$ cat src/rtl/fade_pkg.sv
package fade_pkg;
    localparam int unsigned FADE_LEVEL_W = 6;

    typedef enum logic [1:0] {
        FS_IDLE  = 2'd0,
        FS_ARMED = 2'd1,
        FS_RUN   = 2'd2,
        FS_HOLD  = 2'd3
    } fade_state_e;

    typedef struct packed {
        fade_state_e             state;
        logic [FADE_LEVEL_W-1:0] level;
        logic                    dir_down;
        logic                    dark;
    } fade_regs_t;
endpackage

$ cat src/rtl/fade_step_timer.sv
module fade_step_timer #(
    parameter int unsigned SPEED_W     = 4,
    parameter int unsigned MS_PER_UNIT = 2
) (
    input  logic               clk,
    input  logic               rst_n,
    input  logic               run,
    input  logic               restart,
    input  logic               ms_tick,
    input  logic [SPEED_W-1:0] speed,
    output logic               step
);
    localparam int unsigned MAX_TICKS = (2 ** SPEED_W) * MS_PER_UNIT;
    localparam int unsigned CNT_W     = $clog2(MAX_TICKS + 1);

    logic [CNT_W-1:0] cnt_d, cnt_q;
    logic [CNT_W-1:0] limit;
    logic             reached;

    always_comb begin
        limit   = CNT_W'((int'(speed) + 1) * MS_PER_UNIT);
        reached = (cnt_q + CNT_W'(1)) >= limit;
        step    = run && !restart && ms_tick && reached;
        cnt_d   = cnt_q;
        if (!run || restart) begin
            cnt_d = '0;
        end else if (ms_tick) begin
            cnt_d = reached ? '0 : cnt_q + CNT_W'(1);
        end
    end

    always_ff @(posedge clk) begin
        if (!rst_n) cnt_q <= '0;
        else        cnt_q <= cnt_d;
    end
endmodule

$ cat src/rtl/fade_level_step.sv
module fade_level_step #(
    parameter int unsigned LEVEL_W = 6
) (
    input  logic [LEVEL_W-1:0] level,
    input  logic               dir_down,
    output logic [LEVEL_W-1:0] next_level,
    output logic               at_end
);
    localparam logic [LEVEL_W-1:0] TOP = {LEVEL_W{1'b1}};

    always_comb begin
        if (dir_down) begin
            next_level = level - LEVEL_W'(1);
            at_end     = (level == LEVEL_W'(1));
        end else begin
            next_level = level + LEVEL_W'(1);
            at_end     = (level == TOP - LEVEL_W'(1));
        end
    end
endmodule

$ cat src/rtl/fade_done_latch.sv
module fade_done_latch (
    input  logic clk,
    input  logic rst_n,
    input  logic set,
    input  logic clr,
    output logic flag
);
    logic flag_d, flag_q;

    always_comb begin
        flag_d = set | (flag_q & ~clr);
    end

    always_ff @(posedge clk) begin
        if (!rst_n) flag_q <= 1'b0;
        else        flag_q <= flag_d;
    end

    assign flag = flag_q;
endmodule

$ cat src/rtl/fade_sequencer.sv
module fade_sequencer
    import fade_pkg::*;
#(
    parameter int unsigned SPEED_W     = 4,
    parameter int unsigned MS_PER_UNIT = 2
) (
    input  logic                    clk,
    input  logic                    rst_n,
    input  logic                    ms_tick,
    input  logic                    fade_en,
    input  logic                    fade_go,
    input  logic                    fade_out,
    input  logic                    fade_loop,
    input  logic [SPEED_W-1:0]      fade_speed,
    input  logic                    done_clr,
    output logic [FADE_LEVEL_W-1:0] fade_level,
    output logic                    force_off,
    output logic                    done_flag
);
    localparam logic [FADE_LEVEL_W-1:0] LVL_MAX = {FADE_LEVEL_W{1'b1}};
    localparam logic [FADE_LEVEL_W-1:0] LVL_MIN = '0;

    fade_regs_t  cur_q, nxt_d;
    fade_state_e state_q;
    logic        step;
    logic        at_end;
    logic        done_set;
    logic [FADE_LEVEL_W-1:0] ramp_next;

    fade_step_timer #(
        .SPEED_W     (SPEED_W),
        .MS_PER_UNIT (MS_PER_UNIT)
    ) u_timer (
        .clk     (clk),
        .rst_n   (rst_n),
        .run     (cur_q.state == FS_RUN),
        .restart (fade_go),
        .ms_tick (ms_tick),
        .speed   (fade_speed),
        .step    (step)
    );

    fade_level_step #(
        .LEVEL_W (FADE_LEVEL_W)
    ) u_ramp (
        .level      (cur_q.level),
        .dir_down   (cur_q.dir_down),
        .next_level (ramp_next),
        .at_end     (at_end)
    );

    always_comb begin
        nxt_d    = cur_q;
        done_set = 1'b0;
        if (!fade_en) begin
            nxt_d.state    = FS_IDLE;
            nxt_d.level    = LVL_MAX;
            nxt_d.dir_down = 1'b0;
            nxt_d.dark     = 1'b0;
        end else if (fade_go) begin
            nxt_d.state    = FS_RUN;
            nxt_d.dir_down = fade_out;
            nxt_d.level    = fade_out ? LVL_MAX : LVL_MIN;
            nxt_d.dark     = 1'b0;
        end else begin
            unique case (cur_q.state)
                FS_IDLE, FS_ARMED: begin
                    nxt_d.state    = FS_ARMED;
                    nxt_d.dir_down = fade_out;
                    nxt_d.level    = fade_out ? LVL_MAX : LVL_MIN;
                    nxt_d.dark     = !fade_out;
                end
                FS_RUN: begin
                    if (step) begin
                        nxt_d.level = ramp_next;
                        if (at_end) begin
                            done_set = 1'b1;
                            if (fade_loop) nxt_d.dir_down = ~cur_q.dir_down;
                            else           nxt_d.state    = FS_HOLD;
                        end
                    end
                end
                FS_HOLD: begin
                    nxt_d = cur_q;
                end
                default: begin
                    nxt_d.state = FS_IDLE;
                end
            endcase
        end
    end

    always_ff @(posedge clk) begin
        if (!rst_n) begin
            cur_q.state    <= FS_IDLE;
            cur_q.level    <= LVL_MAX;
            cur_q.dir_down <= 1'b0;
            cur_q.dark     <= 1'b0;
        end else begin
            cur_q <= nxt_d;
        end
    end

    fade_done_latch u_done (
        .clk   (clk),
        .rst_n (rst_n),
        .set   (done_set),
        .clr   (done_clr),
        .flag  (done_flag)
    );

    assign state_q    = cur_q.state;
    assign fade_level = cur_q.level;
    assign force_off  = cur_q.dark;
endmodule

$ cat config.mk
export PLATFORM = sky130hd
export DESIGN_NAME = fade_sequencer
export DESIGN_NICKNAME = d
export VERILOG_FILES = /design/src/rtl/fade_pkg.sv /design/src/rtl/fade_step_timer.sv /design/src/rtl/fade_level_step.sv /design/src/rtl/fade_done_latch.sv /design/src/rtl/fade_sequencer.sv
export SDC_FILE = /design/constraint.sdc
export NUM_CORES = 1
export LEC_CHECK = 0
export ABC_AREA = 0
export ABC_CLOCK_PERIOD_IN_PS = 3800
export BUFFER_PORTS_ARGS = -buffer_cell sky130_fd_sc_hd__buf_2
export CAP_MARGIN = 15
export CORE_AREA = 2 2 58 60
export CTS_CLUSTER_DIAMETER = 100
export DETAILED_ROUTE_END_ITERATION = 6
export DIE_AREA = 0 0 60 62
export GPL_TIMING_DRIVEN = 0
export SETUP_SLACK_MARGIN = 0.2
export SLEW_MARGIN = 20
export SYNTH_ARGS = -nofsm -noshare
export SYNTH_HDL_FRONTEND = slang
export SYNTH_SLANG_ARGS = --single-unit
$ cat constraint.sdc
create_clock -name clk -period 3.8 [get_ports clk]
set_input_delay 0.57 -clock clk [delete_from_list [all_inputs] [get_ports clk]]
set_output_delay 0.57 -clock clk [all_outputs]
set_load 0.1 [all_outputs]
# --- Word-level counts from Yosys, hierarchy flattened ---
# Cells that the tools add are included.
totals:
  regBits: 17
  in_bits: 12
  out_inout_bits: 8
  word_cells: 65
classes:
  n_addsub: 4
  n_lt_le_gt_ge: 1
  eq_ne: 13
  n_mux: 17
  n_bitwise: 7
  reduce_logical: 16
ops:
  columns: ["op", "count"]
  rows:
  - ["$mux 6", 3]
  - ["$pmux 9 s2", 1]
  - ["$add 6x1->6 const B", 2]
  - ["$ne 3x3->1 const B", 4]
  - ["$reduce_and 4->1", 3]
  - ["$mux 10", 1]
  - ["$mux 1", 9]
  - ["$mux 9", 1]
  - ["$ne 2x2->1 const B", 4]
  - ["$eq 6x1->1 const B", 1]
  - ["$eq 6x6->1 const B", 1]
  - ["$ge 6x6->1", 1]
  - ["$sub 6x1->6 const B", 1]
  - ["$add 4x1->5 const B", 1]
  - ["$not 1->1", 5]
  - ["$eq 2x2->1 const B", 2]
  - ["$mux 2", 2]
  - ["$reduce_and 2->1", 2]
  - ["$reduce_or 2->1", 2]
  - ["$logic_and 1x1->1", 3]
  - ["$logic_not 1->1", 3]
  - ["$reduce_or 3->1", 1]
  - ["$eq 2x1->1 const B", 1]
  - ["$logic_not 2->1", 1]
  - ["other kinds (3)", 3]

# --- Longest topological paths before layout ---
depth:
  ltp_word: 9
  ltp_mapped: 9
  ltp_nobuf: 8

# --- Modules after synthesis ---
# Synthesis repeated with hierarchy kept, for this count alone.
unflattened:
  cells_unflattened: 143
  hier_area_um2: 1222.4
modules_own_cells:
  columns: ["module", "n_inst", "cells_per_inst", "area_each_um2", "seq_area_each_um2"]
  rows:
  - ["fade_step_timer", 1, 57, 495.5, 120.1]
  - ["fade_sequencer", 1, 56, 478.0, 200.2]
  - ["fade_level_step", 1, 27, 207.7, 0.0]
  - ["fade_done_latch", 1, 3, 41.3, 20.0]

# --- Worst setup path before layout ---
# OpenSTA, ideal clock, no wires.
synth_timing:
  kind: "reg2reg"
  from: "register u_timer.cnt_q[2]"
  to: "register, netlist name fade_level[3]"
  setup_ns: 0.146
  arrival_time_ns: 2.403
  required_ns: 3.654
  path_slack_ns: 1.251
  path_stages_with_launch: 10
  period_less_slack_ns: 2.549
  cell_sequence: "dfxtp_1 clkbuf_1 nand2_1 o21a_1 or2_2 ha_1 nand4_1 o221a_2 o21ai_0 a32oi_1"
synth_between:
  elab_chain_len: 5
synth_rtl:
  columns: ["item", "line_no", "text"]
  rows:
  - ["from (decl)", "fade_step_timer.sv:16", "logic [CNT_W-1:0] cnt_d, cnt_q;"]
  - ["from (signal assigned)", "fade_step_timer.sv:34", "else cnt_q <= cnt_d;"]
  - ["$add 6x1->6", "fade_step_timer.sv:22", "reached = (cnt_q + CNT_W'(1)) >= limit;"]
  - ["$ge 6x6->1", "fade_step_timer.sv:22", null]
  - ["$logic_and 1x1->1", "fade_step_timer.sv:23", "step = run && !restart && ms_tick && reached;"]
  - ["$ne 3x3->1 (no source line)", null, null]
  - ["$reduce_and 2->1 (no source line)", null, null]
# Every way passes these cells.
# A chain may end at the register's enable or synchronous reset.

# --- Final worst setup path ---
layout_timing:
  from: "register u_timer.cnt_q[2]"
  to: "register, netlist name fade_level[2]"
layout_between:
  elab_chain_len: 5
layout_rtl:
  columns: ["item", "line_no"]
  rows:
  - ["$add 6x1->6", "fade_step_timer.sv:22"]
  - ["$ge 6x6->1", "fade_step_timer.sv:22"]
  - ["$logic_and 1x1->1", "fade_step_timer.sv:23"]
  - ["$ne 3x3->1 (no source line)", null]
  - ["$reduce_and 2->1 (no source line)", null]
# Every way passes these cells.

==> run summary <==
status -> finished, final reports clean
worst path arrival time -> 3.15 ns
GP Congestion -> 0.759
Final Slew Violations -> 0
Die Ht -> 62 um
Die Area -> 0.00372 mm^2
clock-pin slew on the worst setup and hold paths -> 0.10 ns
Synth Flop Type -> dfxtp_1
number of H-tree levels -> 1
top cell type's share of synthesized area -> 25.5%
hold path cells -> 2
# diodes -> 0
CP required -> 3.94 ns
Hold Path Class -> reg -> reg
Ys Warns -> 0
Hold EP -> u_timer.cnt_q[5]
Routed Antenna Nets -> 0
Hold Worst Slack -> 0.487 ns
Initial Utilization -> 41.9%
Max Cap Viol -> 0
#FFs+latches synth -> 17
detailed placement HPWL -> 2.25 mm
grt ovf -> 0
Final Skew -> 0.00145 ns
vias in the first global route -> 1,109
Sink Count -> 17
routed wl met3 -> 99 um
worst hold start -> u_timer.cnt_q[5]
P_leak -> 0.000584 uW
first drt pass iteration count -> 4
WS Path Type -> reg -> reg
RSZ-0062 raised after global routing -> false
hold buffer count at cts -> 0
Crit path largest cell delay -> 0.60 ns
row cnt -> 21
CP Launch Type -> flip-flop
CTS tree -> built
PwrDens -> 256 mW/mm^2
# Post-CTS Setup Buffers -> 0
fill cell count -> 334
share of cells above drive strength 1 -> 22.2%
fin nets -> 204
# setup viols final -> 0
slowest CP cell -> o21ai_0
Core Box Area -> 0.00318 mm^2
first-pass GRT wire length -> 4.71 mm
GRT Total Usage -> 16.7%
CTS buffer count -> 3
Yosys cell types -> 50
Mean Syn Cell Area -> 8.43 um^2
Synth area leader -> dfxtp_1
register area share after synthesis -> 25.5%
Die Wd -> 60 um
Top Family by Delay on Critical Path -> compound AO/OA/AOI/OAI gates
CP Capture Type -> flip-flop
critical path buffer and inverter count -> 1
Clock Latency Late Sink -> 0.29 ns
beginning of the critical path -> u_timer.cnt_q[2]
wire length on met1 -> 1.26 mm
Met2 Routed Length -> 1.46 mm
worst path cell trace -> clkbuf_1 -> nand2_1 -> o21a_1 -> or2_2 -> ha_1 -> nand4_1 -> o221a_2 -> o21ai_0 -> a22oi_1
Mapped Cells -> 158
reg2reg end -> fade_level[2]
maximum clock path buffer count -> 2
Synthesized Nets -> 181
initial DRC count -> 52
slew margin rel. -> 51.7%
wire per inst -> 12.6 um
Worst Path Max Fanout -> 6
Synth Cell Area -> 0.00133 mm^2
highest routed layer -> met4
io pins -> 20
minimum clock period -> 3.01 ns
Worst Tran Pin Value -> 0.717 ns
Final Hold Fails -> 0
vias per std cell -> 5.35
R2R setup slack -> 0.79 ns
P&R area growth vs syn -> 13.1%
length in cells of the worst reg-to-reg path -> 9
Synth area leaders -> dfxtp_1 26%, ha_1 10%, buf_4 3.9%
Peak VDD IR -> 137 uV
Root Buffer -> clkbuf_4
Max Clk Rate -> 333 MHz
post-detailed-routing wire length -> 2.85 mm
initial antenna violation count -> 0
CTS resizes -> 0
IO Port Bufs -> 18
largest net degree at the start of global routing -> 11
number of cells on the critical path -> 9
Post-synth EDFFs -> 0
# DRC -> 0
DR vias -> 1,210
FF-to-FF Start -> u_timer.cnt_q[2]
FFs w/ async S/R, synth -> 0%
final cycle utilization of the critical path -> 79.1%
Setup TNS Final -> 0 ns
-- worst max-delay path by stage --
stage	to	slack [ns]
2_1_floorplan	fade_level[3]	1.25
3_3_place_gp	fade_level[3]	0.86
3_5_place_dp	fade_level[3]	0.83
4_1_cts	fade_level[3]	0.79
5_1_grt	fade_level[4]	0.57
6_report	fade_level[2]	0.79
-- power breakdown --
| group | internal [uW] | total, uW | switching (uW) |
|---|---|---|---|
| clock network | 39.1 | 98.3 | 59.1 |
| registers | 183 | 190 | 7.22 |
| logic | 35.7 | 97.9 | 62.2 |
-- through the flow --
stage	area (um^2)	setup WS (ns)	cells	utilization [%]	total power [uW]
4_1_cts	1510	0.795	226	47.4	391
3_5_place_dp	1480	0.827	222	46.6	292
3_3_place_gp	1480	0.864	222	46.6	290
6_report	1510	0.795	226	47.4	386
5_1_grt	1510	0.572	226	47.4	407
2_1_floorplan	1330	1.25	158	-	269
-- cell type report --
cell class	count	area, um^2	area share [%]
clock buffer	3	22.5	1.49
multi-input combinational	122	887	58.8
timing repair buffer	18	90.1	5.98
buffer	11	75.1	4.98
sequential	17	340	22.6
clock inverter	1	5.00	0.332
tap	46	57.6	3.82
inverter	8	30.0	1.99
-- registers in the layout (all words and copies together), names as in the netlist --
signal,flops
fade_level,6
u_timer.cnt_q,6
cur_q,1
force_off,1
state_q,2
u_done.flag,1
-- layer usage --
| metal | up-vias | track usage, % |
|---|---|---|
| met3 | 2 | 1.86 |
| li1 | 628 | - |
| met4 | 0 | 6.98 |
| met2 | 25 | 30.9 |
| met1 | 555 | 19.4 |
| met5 | - | 0 |
-- cells by family after synthesis --
kind of cell,after synthesis,synth area share (%)
mux,2,1.50
buf+inv,19,7.89
xor+xnor,9,5.92
flops,17,25.5
simple gates,60,26.4
fa+ha+maj,11,10.3
compound gates,40,22.4
-- worst register-to-register path: stages, from the launching register on --
cell and delay, ns:
dfxtp_1 0.32, clkbuf_1 0.26, nand2_1 0.16, o21a_1 0.22
or2_2 0.29, ha_1 0.34, nand4_1 0.15, o221a_2 0.33
o21ai_0 0.60, a22oi_1 0.19
-- placed cells by master (no fill, tap or decap), types with 6 or more instances in the layout --
master	n
nor2_1	12
a21oi_1	6
ha_1	11
inv_1	8
buf_4	7
nand2_1	11
dfxtp_1	17
buf_2	18
nand3_1	6
-- synth_stat cells (all sizes together) (3+ instances only) --
master,instances
a21oi,6
buf,9
dfxtp,17
ha,11
inv,8
nand2,11
nand2b,5
nand3,6
nand4b,3
nor2,12
nor3,5
o211ai,3
o21a,3
o21ai,4
o22ai,4
o32ai,4
xnor2,5
xor2,4
Power figures use the tool's default switching activity.
